--- src/rtl/conv_pkg.sv ---
// Shared types for the conversion scheduler.
package conv_pkg;
    // Sequencer states: running conversions, or quiescent after shutdown.
    typedef enum logic {
        ST_RUN  = 1'b0,
        ST_SHUT = 1'b1
    } seq_st_t;

    // Shift that turns a delay code into a period multiplier (x1, x2, x4, x32).
    function automatic logic [2:0] dly_shift(input logic [1:0] code);
        case (code)
            2'd0:    return 3'd0;
            2'd1:    return 3'd1;
            2'd2:    return 3'd2;
            default: return 3'd5;
        endcase
    endfunction
endpackage

--- src/rtl/conv_timing.sv ---
// conv_timing: turns resolution and delay codes into a conversion length and a
// start-to-start period, both counted in timebase ticks.
// Assumes CNT_W is wide enough for BASE_TICKS * 8 * 32.
module conv_timing #(
    parameter int BASE_TICKS = 1,
    parameter int CNT_W      = 9
) (
    input  logic [1:0]       res_i,
    input  logic [1:0]       dly_i,
    output logic [CNT_W-1:0] len_o,
    output logic [CNT_W-1:0] per_o
);
    import conv_pkg::*;

    localparam logic [CNT_W-1:0] BASE_W = CNT_W'(BASE_TICKS);

    // Length doubles per resolution step; period scales the length by the delay code.
    always_comb begin
        len_o = BASE_W << res_i;
        per_o = len_o << dly_shift(dly_i);
    end
endmodule

--- src/rtl/conv_seq.sv ---
// conv_seq: tick-driven conversion sequencer.
// Counts ticks from each conversion start. It flags completion at the end of
// the latched length and restarts at the end of the latched period.
// Shutdown is deferred to a conversion boundary.
// Assumes the inputs presented during reset hold the power-up field values.
module conv_seq #(
    parameter int CNT_W = 9
) (
    input  logic             clk,
    input  logic             rst_n,
    input  logic             tick_i,
    input  logic             shut_req_i,
    input  logic             wake_req_i,
    input  logic [CNT_W-1:0] len_i,
    input  logic [CNT_W-1:0] per_i,
    input  logic [1:0]       res_i,
    output logic             busy_o,
    output logic             done_o,
    output logic [1:0]       res_q_o
);
    import conv_pkg::*;

    seq_st_t          st_q;
    logic [CNT_W-1:0] cnt_q;
    logic [CNT_W-1:0] len_q;
    logic [CNT_W-1:0] per_q;
    logic [1:0]       res_q;
    logic             pend_q;
    logic [CNT_W-1:0] cnt_nxt;
    logic             stop_req;

    // Completion, busy and effective stop request for the current cycle.
    always_comb begin
        cnt_nxt  = cnt_q + 1'b1;
        busy_o   = (st_q == ST_RUN) && (cnt_q < len_q);
        done_o   = (st_q == ST_RUN) && tick_i && (cnt_nxt == len_q);
        stop_req = (pend_q || shut_req_i) && !wake_req_i;
        res_q_o  = res_q;
    end

    // State, tick counter, latched configuration and pending shutdown.
    always_ff @(posedge clk) begin
        if (!rst_n) begin
            st_q   <= ST_RUN;
            cnt_q  <= '0;
            len_q  <= len_i;
            per_q  <= per_i;
            res_q  <= res_i;
            pend_q <= 1'b0;
        end else begin
            case (st_q)
                ST_RUN: begin
                    if (wake_req_i)
                        pend_q <= 1'b0;
                    else if (shut_req_i)
                        pend_q <= 1'b1;
                    if (stop_req && (done_o || !busy_o)) begin
                        st_q   <= ST_SHUT;
                        cnt_q  <= '0;
                        pend_q <= 1'b0;
                    end else if (tick_i) begin
                        if (cnt_nxt == per_q) begin
                            cnt_q <= '0;
                            len_q <= len_i;
                            per_q <= per_i;
                            res_q <= res_i;
                        end else begin
                            cnt_q <= cnt_nxt;
                        end
                    end
                end
                default: begin
                    if (wake_req_i) begin
                        st_q   <= ST_RUN;
                        cnt_q  <= '0;
                        len_q  <= len_i;
                        per_q  <= per_i;
                        res_q  <= res_i;
                        pend_q <= 1'b0;
                    end
                end
            endcase
        end
    end

    AST_SHUT_AT_BOUNDARY: assert property (@(posedge clk) disable iff (!rst_n)
        (st_q == ST_RUN && busy_o && !done_o) |=> (st_q == ST_RUN));
    AST_CNT_IN_PERIOD: assert property (@(posedge clk) disable iff (!rst_n)
        (st_q == ST_RUN) |-> (cnt_q < per_q));
    AST_WAKE_STARTS: assert property (@(posedge clk) disable iff (!rst_n)
        (st_q == ST_SHUT && wake_req_i) |=> (busy_o && cnt_q == '0));
endmodule

--- src/rtl/conv_result.sv ---
// conv_result: captures the raw result on completion, clearing the low bits the
// latched resolution cannot resolve. Raises a one-cycle strobe with it.
// Assumes resolution code 3 means full DATA_W precision.
module conv_result #(
    parameter int DATA_W = 13
) (
    input  logic              clk,
    input  logic              rst_n,
    input  logic              done_i,
    input  logic [1:0]        res_i,
    input  logic [DATA_W-1:0] raw_i,
    output logic              valid_o,
    output logic [DATA_W-1:0] temp_o
);
    localparam logic [DATA_W-1:0] ALL_ONES = '1;

    logic [DATA_W-1:0] keep_mask;
    logic [DATA_W-1:0] temp_q;
    logic              valid_q;

    // Mask keeping only the bits resolved at the latched resolution.
    always_comb keep_mask = ALL_ONES << (2'd3 - res_i);

    // Result register and completion strobe.
    always_ff @(posedge clk) begin
        if (!rst_n) begin
            temp_q  <= '0;
            valid_q <= 1'b0;
        end else begin
            valid_q <= done_i;
            if (done_i)
                temp_q <= raw_i & keep_mask;
        end
    end

    assign temp_o  = temp_q;
    assign valid_o = valid_q;

    AST_TEMP_HOLD: assert property (@(posedge clk) disable iff (!rst_n)
        !done_i |=> $stable(temp_q));
    AST_LOW_BITS_CLEAR: assert property (@(posedge clk) disable iff (!rst_n)
        done_i |=> ((temp_q & ~$past(keep_mask)) == '0));
endmodule

--- src/rtl/conv_sched.sv ---
// conv_sched: resolution-scaled conversion scheduler (top).
// Paces conversions from a slow tick and holds the last completed,
// resolution-masked result. Shutdown is deferred to conversion boundaries.
// Assumes tick_i is a single-cycle pulse from a slow timebase.
module conv_sched #(
    parameter int BASE_TICKS = 1,
    parameter int DATA_W     = 13
) (
    input  logic              clk,
    input  logic              rst_n,
    input  logic              tick_i,
    input  logic [1:0]        res_sel_i,
    input  logic [1:0]        dly_sel_i,
    input  logic [DATA_W-1:0] raw_i,
    input  logic              shut_req_i,
    input  logic              wake_req_i,
    output logic              busy_o,
    output logic              valid_o,
    output logic [DATA_W-1:0] temp_o
);
    localparam int MAX_PER = BASE_TICKS * 8 * 32;
    localparam int CNT_W   = $clog2(MAX_PER + 1);

    logic [CNT_W-1:0] len_w;
    logic [CNT_W-1:0] per_w;
    logic             done_w;
    logic [1:0]       res_w;

    conv_timing #(.BASE_TICKS(BASE_TICKS), .CNT_W(CNT_W)) u_timing (
        .res_i (res_sel_i),
        .dly_i (dly_sel_i),
        .len_o (len_w),
        .per_o (per_w)
    );

    conv_seq #(.CNT_W(CNT_W)) u_seq (
        .clk        (clk),
        .rst_n      (rst_n),
        .tick_i     (tick_i),
        .shut_req_i (shut_req_i),
        .wake_req_i (wake_req_i),
        .len_i      (len_w),
        .per_i      (per_w),
        .res_i      (res_sel_i),
        .busy_o     (busy_o),
        .done_o     (done_w),
        .res_q_o    (res_w)
    );

    conv_result #(.DATA_W(DATA_W)) u_result (
        .clk     (clk),
        .rst_n   (rst_n),
        .done_i  (done_w),
        .res_i   (res_w),
        .raw_i   (raw_i),
        .valid_o (valid_o),
        .temp_o  (temp_o)
    );

    AST_STROBE_NOT_IN_RESET: assert property (@(posedge clk) disable iff (!rst_n)
        $rose(rst_n) |-> !valid_o);
endmodule

--- config.mk ---
export PLATFORM = sky130hd
export DESIGN_NAME = conv_sched
export DESIGN_NICKNAME = d
export VERILOG_FILES = /design/src/rtl/conv_pkg.sv /design/src/rtl/conv_timing.sv /design/src/rtl/conv_seq.sv /design/src/rtl/conv_result.sv /design/src/rtl/conv_sched.sv
export SDC_FILE = /design/constraint.sdc
export NUM_CORES = 1
export LEC_CHECK = 0
export ABC_CLOCK_PERIOD_IN_PS = 3900
export BUFFER_PORTS_ARGS = -buffer_cell sky130_fd_sc_hd__buf_2
export CORE_MARGIN = 2
export CORE_UTILIZATION = 45
export DETAILED_ROUTE_END_ITERATION = 7
export PLACE_DENSITY = 0.66
export SLEW_MARGIN = 10
export SYNTH_ARGS = -nofsm -noshare
export SYNTH_HDL_FRONTEND = slang
export SYNTH_SLANG_ARGS = --single-unit
--- constraint.sdc ---
create_clock -name clk -period 3.9 [get_ports clk]
set_clock_uncertainty 0.1 [all_clocks]
set_input_delay 0.585 -clock clk [delete_from_list [all_inputs] [get_ports clk]]
set_output_delay 0.585 -clock clk [all_outputs]
set_load 0.02 [all_outputs]
==> metrics.log <==
INFO  metric run_status = finished, final reports clean
INFO  metric fill_cell_count = approximately 480
INFO  metric antennaDiodeCount = 0
INFO  metric timing.max_cap.violations = 0
INFO  metric detailedPlace.worstSlack = between 0.9 and 1 ns
INFO  metric hold_path.startpoint = u_result.temp_o[1]$_SDFFE_PN0N_
INFO  metric timing.final.max_slew_violations = 0
INFO  metric final_min_period_over_clock_period = just under 80%
INFO  metric finalWorstSetupSlack = between 0.8 and 0.9 ns
INFO  metric finish.net_count = 303
INFO  metric yosys_warnings = 0
INFO  metric ys_seq_area_share = between 40% and 50%
INFO  metric detail_route.first_pass.iterations = 5
INFO  metric dominantRegCellSynth = sky130_fd_sc_hd__dfxtp_1
INFO  metric synth.avg_cell_area = about 9.3 um2
INFO  metric drc = 0
INFO  metric flow.area_growth_from_synthesis = 12.35%
INFO  metric antenna_violations_before_repair = 0
INFO  metric via_count = 1854
INFO  metric cts_buffer_depth = 2
INFO  metric detailroute.wirelength.met2 = 2225 um
INFO  metric tritoncts = yes
INFO  metric ys_ff_latch = 40
INFO  metric path_clk_slew = around 0.090 ns
INFO  metric finalWeightedCongestion = ~0.82
INFO  metric worst_hold_check_path_type = reg2reg
INFO  metric design.die.area = about 5700 um2
INFO  metric grt_setup_unrepaired = no
INFO  metric leakagePower = around 1.1 nW
INFO  metric most_instantiated_library_cell_after_synthesis = sky130_fd_sc_hd__dfxtp_1
INFO  metric grt_first_pass_wirelength = 7755 um
INFO  metric grt_overflow = 0
INFO  metric worstMarginPinSlew = slightly below 0.8 ns
INFO  metric die_w = 75.80 um
INFO  metric synth.top_cells.by_area = sky130_fd_sc_hd__dfxtp_1 22%, sky130_fd_sc_hd__edfxtp_1 19%, sky130_fd_sc_hd__mux2i_1 4.3%, sky130_fd_sc_hd__a21oi_1 3.7%, sky130_fd_sc_hd__xnor2_1 3.4%
INFO  metric reg2reg_from = u_seq.cnt_q[2]$_SDFFE_PN0P_
INFO  metric wire_per_inst = around 14 um
INFO  metric hold_viol = 0
INFO  metric die_height = roughly 76 um
INFO  metric crit_fanout = 15
INFO  metric r2r-end = u_seq.per_q[0]$_SDFFCE_PP0P_
INFO  metric globalRouteTotalUtil = 17.97%
INFO  metric p_comb_share = between 10% and 20%
INFO  metric drt-met1-wl = around 2400 um
INFO  metric worst_reg_to_reg_setup_slack = 0.87 ns
INFO  metric cells_after_synthesis = 250
INFO  metric critPathCaptureType = register
INFO  metric timing.critical_path.required = between 3 and 4 ns
INFO  metric max_slew_margin = 48.56%
INFO  metric synth_async_sr_flop_share = 0%
INFO  metric htree_num_levels = 2
INFO  metric synth.top_cells.by_count = 25 x sky130_fd_sc_hd__dfxtp_1, 20 x sky130_fd_sc_hd__nor2_1, 17 x sky130_fd_sc_hd__a21oi_1, 17 x sky130_fd_sc_hd__nand2_1, 15 x sky130_fd_sc_hd__edfxtp_1
INFO  metric design.portCount = 37
INFO  metric clock_tree.root_cell = sky130_fd_sc_hd__clkbuf_8
INFO  metric achievable-frequency = about 330 MHz
INFO  metric route.met3.wl = 221 um
INFO  metric final.setup.tns = 0 ns
INFO  metric highest-signal-layer = met4
INFO  metric path_class = reg2reg
INFO  metric netlist.area_leader.share = a little over a fifth
INFO  metric timing.critical_path.to = u_seq.per_q[0]$_SDFFCE_PP0P_
INFO  metric initialDrtViolationCount = approximately 160
INFO  metric core_footprint = approximately 5000 um2
INFO  metric critPathLaunchType = register
INFO  metric placement_rows = 26
INFO  metric synthDominantAreaCellType = sky130_fd_sc_hd__dfxtp_1
INFO  metric net_switching_power_figure = 0.2508 mW
INFO  metric finalSetupViolations = 0
INFO  metric vias_per_cell = between 5 and 6
INFO  metric seqPwrFrac = between 40% and 50%
INFO  metric fin_crit_period = around 3.0 ns
INFO  metric reg2regPathDepth = 8
INFO  metric grt_pass1_vias = ~1600
INFO  metric final_layout_size_suffix_gt1_share = 20.22%
INFO  metric synthDistinctLibCells = 52
INFO  metric start_util = between 40% and 50%
INFO  metric startpoint = u_seq.cnt_q[2]$_SDFFE_PN0P_
INFO  metric pin_count_of_the_biggest_net_entering_global_routing = 26
INFO  metric post_cts.resized_instances = 0
INFO  metric utilization = between 50% and 60%
INFO  metric syn_nets = roughly 280
INFO  metric power_switching_share = a little over a quarter
INFO  metric numPortBuffers = 36
INFO  metric clk_network_pwr_share = 35.9%
INFO  metric wl = between 4000 and 5000 um
INFO  metric post_cts_hold_buffer_count = 0
INFO  metric detailedPlacementHpwl = 3570 um
INFO  metric intPower = 0.7018 mW
INFO  metric clock_sinks = 40
INFO  metric antenna_left = 0
INFO  metric cts_post_setup_buffers_inserted = 0
INFO  metric power-per-cell-area = approximately 370 nW/um2
INFO  metric synth_edf_count = 15
INFO  metric synth.cell_area = ~2300 um2
INFO  metric vdd_ir_drop_max = between 200 and 250 uV
INFO  metric insertion_delay = ~0.3 ns
INFO  metric cts_inserted_buffers = 5
INFO  metric timing.critical_path.arrival = roughly 2.9 ns
[per-layer routing]
layer / global-route usage (%) / up-vias
li1: - / 947
met1: 26.63 / 853
met2: 26.63 / 50
met3: 4.762 / 4
met4: 3.119 / 0
met5: 0 / -
[layout make-up]
type,instances,area [um2],area share (%)
Clock buffer,5,68.82,2.640
Sequential cell,40,950.9,36.49
Clock inverter,3,42.54,1.632
Multi-Input combinational cell,183,1231,47.24
Tap cell,70,87.58,3.361
Timing Repair Buffer,38,195.2,7.489
Inverter,8,30.03,1.152
[per-stage QoR]
step / cell area (um2) / hold WS [ns] / power (mW) / std cells
final: 2606 / 0.3536 / 0.9526 / 347
after global routing: 2606 / 0.3926 / 0.9943 / 347
after CTS: 2606 / 0.3569 / 0.9580 / 347
after detailed placement: 2495 / 0.3456 / 0.6208 / 339
after global placement: 2495 / 0.3397 / 0.6200 / 339
after floorplan: 2320 / 0.3734 / 0.5801 / 250
[cell families (layout without fill, tap and decap cells)]
| logic type | Yosys count | after routing | synth area share, % |
|---|---|---|---|
| AOI/OAI and AO/OA | 49 | 49 | 15.37 |
| xor gates and xnor gates | 15 | 15 | 6.311 |
| adders and majority gates | 5 | 5 | 2.697 |
| buffers and inverters | 27 | 54 | 5.933 |
| DFF | 40 | 40 | 40.99 |
| muxes | 11 | 11 | 4.801 |
| and+or+nand+nor | 103 | 103 | 23.90 |
[state kept, by name, summed over array words and instances (netlist names)]
signal / count
u_seq.st_q: 1
u_seq.pend_q: 1
u_result.temp_o: 13
u_seq.res_q_o: 2
u_seq.per_q: 9
u_seq.cnt_q: 9
u_result.valid_o: 1
u_seq.len_q: 4
[placed cells by master (no fill, tap or decap), drive strengths merged, types with 2 or more instances in the layout]
cell type,count
xnor2,9
o21ai,5
and2,7
nor2,20
o211ai,8
buf,38
nor4,5
nor3b,5
xor2,5
dfxtp,25
and3,6
clkinv,2
o21a,4
a21oi,18
mux2i,10
nor3,12
nand3,6
o31ai,3
inv,8
edfxtp,15
nor4b,2
nor2b,12
clkbuf,5
nand4,6
ha,5
nand2,18
a211oi,2
[power by group through the flow]
stage | registers, mW | logic, mW | clock network [mW]
global route | 0.473 | 0.159 | 0.362
finish | 0.470 | 0.141 | 0.342
floorplan | 0.480 | 0.100 | 0
global placement | 0.479 | 0.141 | 0
detailed placement | 0.480 | 0.141 | 0
CTS | 0.470 | 0.142 | 0.346
[worst max-delay path, cell delays in order, from the launching register on]
cell,delay [ns]
sky130_fd_sc_hd__dfxtp_1,0.59
sky130_fd_sc_hd__nand3_1,0.39
sky130_fd_sc_hd__or2_1,0.36
sky130_fd_sc_hd__a211oi_2,0.27
sky130_fd_sc_hd__a21oi_2,0.12
sky130_fd_sc_hd__a31oi_4,0.40
sky130_fd_sc_hd__nand2_1,0.11
sky130_fd_sc_hd__o21ai_1,0.14
sky130_fd_sc_hd__buf_4,0.24
[how the worst min path moves through the flow]
stage	endpoint	slack, ns	cells after the start
2_1_floorplan	u_seq.cnt_q[1]$_SDFFE_PN0P_	0.37	2
3_3_place_gp	u_result.temp_o[0]$_SDFFE_PN0N_	0.34	2
3_5_place_dp	u_result.temp_o[2]$_SDFFE_PN0N_	0.35	2
4_1_cts	u_result.temp_o[2]$_SDFFE_PN0N_	0.36	2
5_1_grt	u_result.temp_o[1]$_SDFFE_PN0N_	0.39	2
6_report	u_result.temp_o[1]$_SDFFE_PN0N_	0.35	2
Power figures use the tool's default switching activity.
